<file path="src/rtl/rbm_pkg.sv">
package rbm_pkg;
  localparam int unsigned DEF_N       = 4;
  localparam int unsigned DEF_RATE_W  = 4;
  localparam int unsigned DEF_BL_W    = 8;
  localparam int unsigned DEF_GQ_W    = 8;
  localparam int unsigned DEF_FRAME_W = 8;

  typedef enum logic {
    PH_FIRST  = 1'b0,
    PH_SECOND = 1'b1
  } slot_phase_e;
endpackage

</file>
<file path="src/rtl/rbm_frame_timer.sv">
module rbm_frame_timer #(
  parameter int unsigned FRAME_W = 8
) (
  input  logic               clk_i,
  input  logic               rst_ni,
  input  logic               en_i,
  input  logic [FRAME_W-1:0] len_i,
  output logic               frame_start_o,
  output rbm_pkg::slot_phase_e phase_o
);
  localparam int unsigned CW = FRAME_W + 1;

  logic [CW-1:0] cnt_q, cnt_inc, span;

  assign span    = {len_i, 1'b0};
  assign cnt_inc = cnt_q + CW'(1);

  always_ff @(posedge clk_i or negedge rst_ni) begin
    if (!rst_ni)              cnt_q <= '0;
    else if (!en_i)           cnt_q <= '0;
    else if (cnt_inc >= span) cnt_q <= '0;
    else                      cnt_q <= cnt_inc;
  end

  assign frame_start_o = en_i && (cnt_q == '0);
  assign phase_o       = rbm_pkg::slot_phase_e'(cnt_q[0]);
endmodule

</file>
<file path="src/rtl/rbm_pair_cell.sv">
module rbm_pair_cell #(
  parameter int unsigned RATE_W = 4,
  parameter int unsigned BL_W   = 8,
  parameter int unsigned GQ_W   = 8
) (
  input  logic              clk_i,
  input  logic              rst_ni,
  input  logic              en_i,
  input  logic              release_i,
  input  logic              cfg_we_i,
  input  logic [RATE_W-1:0] cfg_rate_i,
  input  logic              arr_i,
  input  logic              grant_i,
  output logic              elig_o,
  output logic              left_o
);
  logic [RATE_W-1:0] rate_q, srv_q, move;
  logic [BL_W-1:0]   bl_q;
  logic [GQ_W-1:0]   gq_q;
  logic [BL_W:0]     bl_sum;
  logic [GQ_W:0]     gq_sum;

  always_comb begin
    move = '0;
    if (release_i) move = (bl_q < BL_W'(rate_q)) ? RATE_W'(bl_q) : rate_q;
    bl_sum = {1'b0, bl_q} - (BL_W+1)'(move) + (BL_W+1)'(arr_i);
    gq_sum = {1'b0, gq_q} - (GQ_W+1)'(grant_i) + (GQ_W+1)'(move);
    // frame-start cycle opens a fresh per-frame budget
    elig_o = en_i && (gq_q != '0) &&
             (release_i ? (rate_q != '0) : (srv_q < rate_q));
    left_o = (gq_q - GQ_W'(grant_i)) != '0;
  end

  always_ff @(posedge clk_i or negedge rst_ni) begin
    if (!rst_ni) begin
      rate_q <= '0;
      srv_q  <= '0;
      bl_q   <= '0;
      gq_q   <= '0;
    end else begin
      if (cfg_we_i) rate_q <= cfg_rate_i;
      bl_q  <= bl_sum[BL_W] ? '1 : bl_sum[BL_W-1:0];
      gq_q  <= gq_sum[GQ_W] ? '1 : gq_sum[GQ_W-1:0];
      srv_q <= release_i ? RATE_W'(grant_i) : srv_q + RATE_W'(grant_i);
    end
  end
endmodule

</file>
<file path="src/rtl/rbm_greedy_matcher.sv">
module rbm_greedy_matcher #(
  parameter int unsigned N = 4
) (
  input  logic [N*N-1:0] elig_i,
  output logic [N*N-1:0] grant_o
);
  logic [N-1:0] taken;
  logic         row_done;

  always_comb begin
    taken    = '0;
    grant_o  = '0;
    row_done = 1'b0;
    for (int i = 0; i < N; i++) begin
      row_done = 1'b0;
      for (int j = 0; j < N; j++) begin
        if (!row_done && elig_i[i*N+j] && !taken[j]) begin
          grant_o[i*N+j] = 1'b1;
          taken[j]       = 1'b1;
          row_done       = 1'b1;
        end
      end
    end
  end
endmodule

</file>
<file path="src/rtl/rbm_sched.sv">
module rbm_sched #(
  parameter int unsigned N       = rbm_pkg::DEF_N,
  parameter int unsigned RATE_W  = rbm_pkg::DEF_RATE_W,
  parameter int unsigned BL_W    = rbm_pkg::DEF_BL_W,
  parameter int unsigned GQ_W    = rbm_pkg::DEF_GQ_W,
  parameter int unsigned FRAME_W = rbm_pkg::DEF_FRAME_W,
  localparam int unsigned IDX_W  = (N > 1) ? $clog2(N) : 1,
  localparam int unsigned NN     = N * N
) (
  input  logic               clk_i,
  input  logic               rst_ni,
  input  logic               enable_i,
  input  logic [FRAME_W-1:0] frame_len_i,
  input  logic               cfg_we_i,
  input  logic [IDX_W-1:0]   cfg_in_i,
  input  logic [IDX_W-1:0]   cfg_out_i,
  input  logic [RATE_W-1:0]  cfg_rate_i,
  input  logic               arr_valid_i,
  input  logic [IDX_W-1:0]   arr_in_i,
  input  logic [IDX_W-1:0]   arr_out_i,
  output logic [NN-1:0]      grant_o,
  output logic               frame_start_o,
  output logic               slot_phase_o,
  output logic               overrun_o
);
  logic                 fs;
  rbm_pkg::slot_phase_e ph;
  logic [NN-1:0]        elig, grant, left;
  logic                 cfg_ok;

  assign cfg_ok = cfg_we_i && !enable_i;

  rbm_frame_timer #(.FRAME_W(FRAME_W)) u_timer (
    .clk_i        (clk_i),
    .rst_ni       (rst_ni),
    .en_i         (enable_i),
    .len_i        (frame_len_i),
    .frame_start_o(fs),
    .phase_o      (ph)
  );

  for (genvar i = 0; i < N; i++) begin : g_in
    for (genvar j = 0; j < N; j++) begin : g_out
      logic hit_cfg, hit_arr;
      assign hit_cfg = cfg_ok && (cfg_in_i == IDX_W'(i)) && (cfg_out_i == IDX_W'(j));
      assign hit_arr = arr_valid_i && (arr_in_i == IDX_W'(i)) && (arr_out_i == IDX_W'(j));

      rbm_pair_cell #(.RATE_W(RATE_W), .BL_W(BL_W), .GQ_W(GQ_W)) u_cell (
        .clk_i     (clk_i),
        .rst_ni    (rst_ni),
        .en_i      (enable_i),
        .release_i (fs),
        .cfg_we_i  (hit_cfg),
        .cfg_rate_i(cfg_rate_i),
        .arr_i     (hit_arr),
        .grant_i   (grant[i*N+j]),
        .elig_o    (elig[i*N+j]),
        .left_o    (left[i*N+j])
      );
    end
  end

  rbm_greedy_matcher #(.N(N)) u_match (
    .elig_i (elig),
    .grant_o(grant)
  );

  always_ff @(posedge clk_i or negedge rst_ni) begin
    if (!rst_ni) begin
      grant_o       <= '0;
      frame_start_o <= 1'b0;
      slot_phase_o  <= 1'b0;
      overrun_o     <= 1'b0;
    end else begin
      grant_o       <= grant;
      frame_start_o <= fs;
      slot_phase_o  <= (ph == rbm_pkg::PH_SECOND);
      overrun_o     <= fs && (|left);
    end
  end
endmodule

</file>
<file path="config.mk">
export PLATFORM = sky130hd
export DESIGN_NAME = rbm_sched
export DESIGN_NICKNAME = d
export VERILOG_FILES = /design/src/rtl/rbm_pkg.sv /design/src/rtl/rbm_frame_timer.sv /design/src/rtl/rbm_pair_cell.sv /design/src/rtl/rbm_greedy_matcher.sv /design/src/rtl/rbm_sched.sv
export SDC_FILE = /design/constraint.sdc
export NUM_CORES = 1
export LEC_CHECK = 0
export BUFFER_PORTS_ARGS = -buffer_cell sky130_fd_sc_hd__buf_2
export CORE_UTILIZATION = 55
export CTS_BUF_LIST = sky130_fd_sc_hd__clkbuf_2 sky130_fd_sc_hd__clkbuf_4 sky130_fd_sc_hd__clkbuf_8
export DETAILED_ROUTE_END_ITERATION = 12
export PLACE_DENSITY = 0.78
export SYNTH_ARGS = -nofsm -noshare
export SYNTH_HDL_FRONTEND = slang
export SYNTH_SLANG_ARGS = --single-unit
</file>
<file path="constraint.sdc">
create_clock -name clk_i -period 15.34 [get_ports clk_i]
set_input_delay 2.301 -clock clk_i [delete_from_list [all_inputs] [get_ports clk_i]]
set_output_delay 2.301 -clock clk_i [all_outputs]
set_load 0.02 [all_outputs]
</file>
==> impl_results.md <==
- Cell area after layout: 0.03536 mm²
- HPWL after detailed placement: 58,420 µm
- CTS Buf Count: 75
- RSZ-0062 raised after global routing: false
- Worst-skew pair later-pin latency: 670 ps
- Starting DRT DRC Count: 1,632
- DR vias: 24,097
- Clock tree buffer depth: 3
- Synth cell types: 77
- Overall Global Routing Usage: 0.2619
- Max-cap violations: 0
- Rows: 88
- Initial Utilization: 0.5600
- Hold WS: 532.3 ps
- Largest family of logic cells by synthesized area: adder cells
- CTS resizes: 0
- Peak Freq: 0.1339 GHz
- Post-CTS setup buffers: 0
- Number of global-route vias before repair: 24,142
- Switching Power: 3.323 mW
- Period utilization: 0.4867
- Hold WC Path Type: flop to flop
- Synth warn: 0
- Largest area contributor in the netlist: dfrtp_1
- Syn avg cell area: 9.411 µm²
- Synth-to-layout area growth: 8.821%
- CP startpoint kind: primary input
- Post-route setup TNS: 0 ps
- Async S/R FF share, synth: 1.000
- Largest net degree at the start of global routing: 80
- Tmin final: 7466 ps
- Final hold viol count: 0
- Actual slew at the worst max-slew pin: 1305 ps
- Root buf cell: clkbuf_8
- PwrDens: 211.8 mW/mm²
- Leak pwr: 18.21 nW
- Synthesized area: 0.03250 mm²
- Vias/cell: 5.493
- Share of cells above drive strength 1: 0.08372
- Cts hold-fix bufs: 0
- Routability cong.: 0.9851
- CP endpoint kind: flop
- Number of port buffers: 43
- Die Height: 245.1 µm
- Syn Inst Count: 3,453
- DP Area: 0.03368 mm²
- Dpl cells: 4,249
- Flop pwr share: 0.240
- #FFs+latches synth: 412
- Req. time, crit path: 15,840 ps
- Xor/xnor cell area share of the yosys netlist: 0.05525
- Post-Synth Adder-Cell Area: 0.2708
- Final Skew: 19.82 ps
- Remaining DRCs: 0
- CTS tree: done
- Commonest cells post-synth: ha_1 (652), inv_1 (582), dfrtp_1 (412), nand2_1 (297)
- Internal: 4.167 mW
- DR pass1 iterations: 6
- Post-synth EDFFs: 0
- Die Width: 245.1 µm
- Clock slew at reported path FFs: 60 ps
- Global-route wire length before repair: 125,200 µm
- Top post-synthesis cells by area: dfrtp_1 (32%), ha_1 (25%), inv_1 (6.7%), xnor2_1 (4.6%), nand2_1 (3.4%)
- Syn_nets: 4,162
- Final setup fails: 0
- Worst slew margin: 0.1283
- WL final: 76,300 µm
- Initial antenna violation count: 1
- Clk pwr share: 0.157
- Io pins: 44
- Non-filler cells, final: 4,387
- Main synth FF type: dfrtp_1
- Crit path DAT: 7960 ps
- Switching share of power: 0.4436
- Final number of max-transition violations: 0
- Seq/Total Area, Yosys: 0.3173
- Post-synthesis mux area share: 0.03819
- Core area: 0.05803 mm²
- Clock Sink Count: 412
- Synth Area in Compound Gates: 0.1282
- # fillers: 4,888
- Yosys top cell area share: 0.3173
- Die area: 0.06006 mm²
- Nets: 4,270
- Clock H-tree levels: 3
- Status: finished, final reports clean
- Post-Synth Simple-Gate Area: 0.1202
- Combinational share of power: 0.603
- Top-count cell post-synth: ha_1
- Wire per inst: 17.39 µm
- Max VDD drop: 0.0001360 V
- Grt total ovfl: 0
- Worst setup path class: primary input to flop
- CP max FO: 64
- Final ANT Viol Nets: 0
==> worst max-delay path, cell delays in order <==
cell and delay [ps]:
buf_2 310, nand3_2 160, inv_4 610, buf_4 680, o41ai_1 200, a21oi_1 340, o211ai_1 180, nor4_2 690
ha_1 350, inv_1 50, ha_1 150, inv_1 50, fa_1 370, nor2b_1 150, o21a_1 160, o21a_1 130
o21bai_1 60, nor2b_1 150, o31ai_1 250, xnor2_1 350, o21ai_0 240
==> per-layer routing <==
layer / routed length (µm) / vias up / global-route usage
li1: - / 11810 / -
met2: 34530 / 595 / 0.4222
met4: 2714 / 0 / 0.09559
met5: 0 / - / 0
met3: 4568 / 161 / 0.04384
met1: 34490 / 11531 / 0.3526
==> registers in the layout, summed over array words and instances (netlist names) <==
| signal | flops |
|---|---|
| frame_start_o | 1 |
| g_in.g_out.u_cell.bl_q | 128 |
| g_in.g_out.u_cell.gq_q | 128 |
| g_in.g_out.u_cell.rate_q | 64 |
| g_in.g_out.u_cell.srv_q | 64 |
| grant_o | 16 |
| overrun_o | 1 |
| slot_phase_o | 1 |
| u_timer.cnt_q | 9 |
==> cell families (layout without fill, tap and decap cells) <==
logic type | Yosys count | count (layout)
other cells | 0 | 3
simple gates | 782 | 782
fa+ha+maj | 684 | 684
flops | 412 | 412
buf+inv | 607 | 773
xor+xnor | 205 | 205
mux | 112 | 112
compound gates | 651 | 651
==> layout by cell type, fill, tap and decap left out, drive strengths merged, types with 7 or more instances in the layout <==
cell	count
and2	16
nor3b	7
nand3	37
nand2	297
nor4b	11
xnor2	169
o21a	67
a21oi	169
ha	652
clkbuf	115
mux2	96
nand4	21
a211oi	8
clkinv	11
fa	32
and3	8
nor2b	110
inv	586
dfrtp	412
o22ai	8
nor4	21
o31ai	19
nor2	107
nand2b	73
o21bai	98
mux2i	16
a21boi	21
buf	54
a21o	63
nor3	50
o21ai	150
xor2	36
==> final cells by class <==
cell class / instances / area, µm² / share of cell area
Sequential cell: 412 / 10310 / 0.2915
Tap cell: 765 / 957.2 / 0.02707
Timing Repair Buffer: 54 / 307.8 / 0.008704
Clock inverter: 20 / 215.2 / 0.006086
Clock buffer: 115 / 1464 / 0.04140
Inverter: 584 / 2195 / 0.06206
Multi-Input combinational cell: 2434 / 19910 / 0.5629
Antenna cell: 3 / 7.507 / 0.0002123
==> power groups by stage <==
stage               combinational, mW  clock (mW)  sequential, mW
floorplan                        3.55           0            1.71
global placement                 4.35           0            1.79
detailed placement               4.48           0            1.80
CTS                              4.52        1.20            1.79
global route                     5.17        1.25            1.83
finish                           4.52        1.18            1.79
==> worst paths after layout <==
kind                                                               start                                       endpoint  slack (ps)  cells after the start
hold / removal             g_in[1].g_out[1].u_cell.rate_q[2]$_DFFE_PN0P_  g_in[1].g_out[1].u_cell.rate_q[2]$_DFFE_PN0P_         530                      1
min in group asynchronous                                         rst_ni      g_in[1].g_out[0].u_cell.bl_q[6]$_DFF_PN0_        1590                      1
setup reg to reg                              u_timer.cnt_q[0]$_DFF_PN0_      g_in[3].g_out[3].u_cell.gq_q[2]$_DFF_PN0_        8590                     23
setup / recovery                                                enable_i      g_in[3].g_out[3].u_cell.gq_q[2]$_DFF_PN0_        7870                     21
max in group asynchronous                                         rst_ni      g_in[3].g_out[2].u_cell.gq_q[1]$_DFF_PN0_       10640                      4
hold reg to reg            g_in[1].g_out[1].u_cell.rate_q[2]$_DFFE_PN0P_  g_in[1].g_out[1].u_cell.rate_q[2]$_DFFE_PN0P_         530                      1
==> metrics by stage <==
| step | setup slack [ps] | power (mW) | util |
|---|---|---|---|
| final | 7874 | 7.489 | 0.6094 |
| after global routing | 7528 | 8.259 | 0.6093 |
| after CTS | 7904 | 7.510 | 0.6093 |
| after detailed placement | 7269 | 6.277 | 0.5804 |
| after global placement | 7457 | 6.141 | 0.5804 |
| after floorplan | 8874 | 5.260 | - |
(Power assumes the default switching activity.)
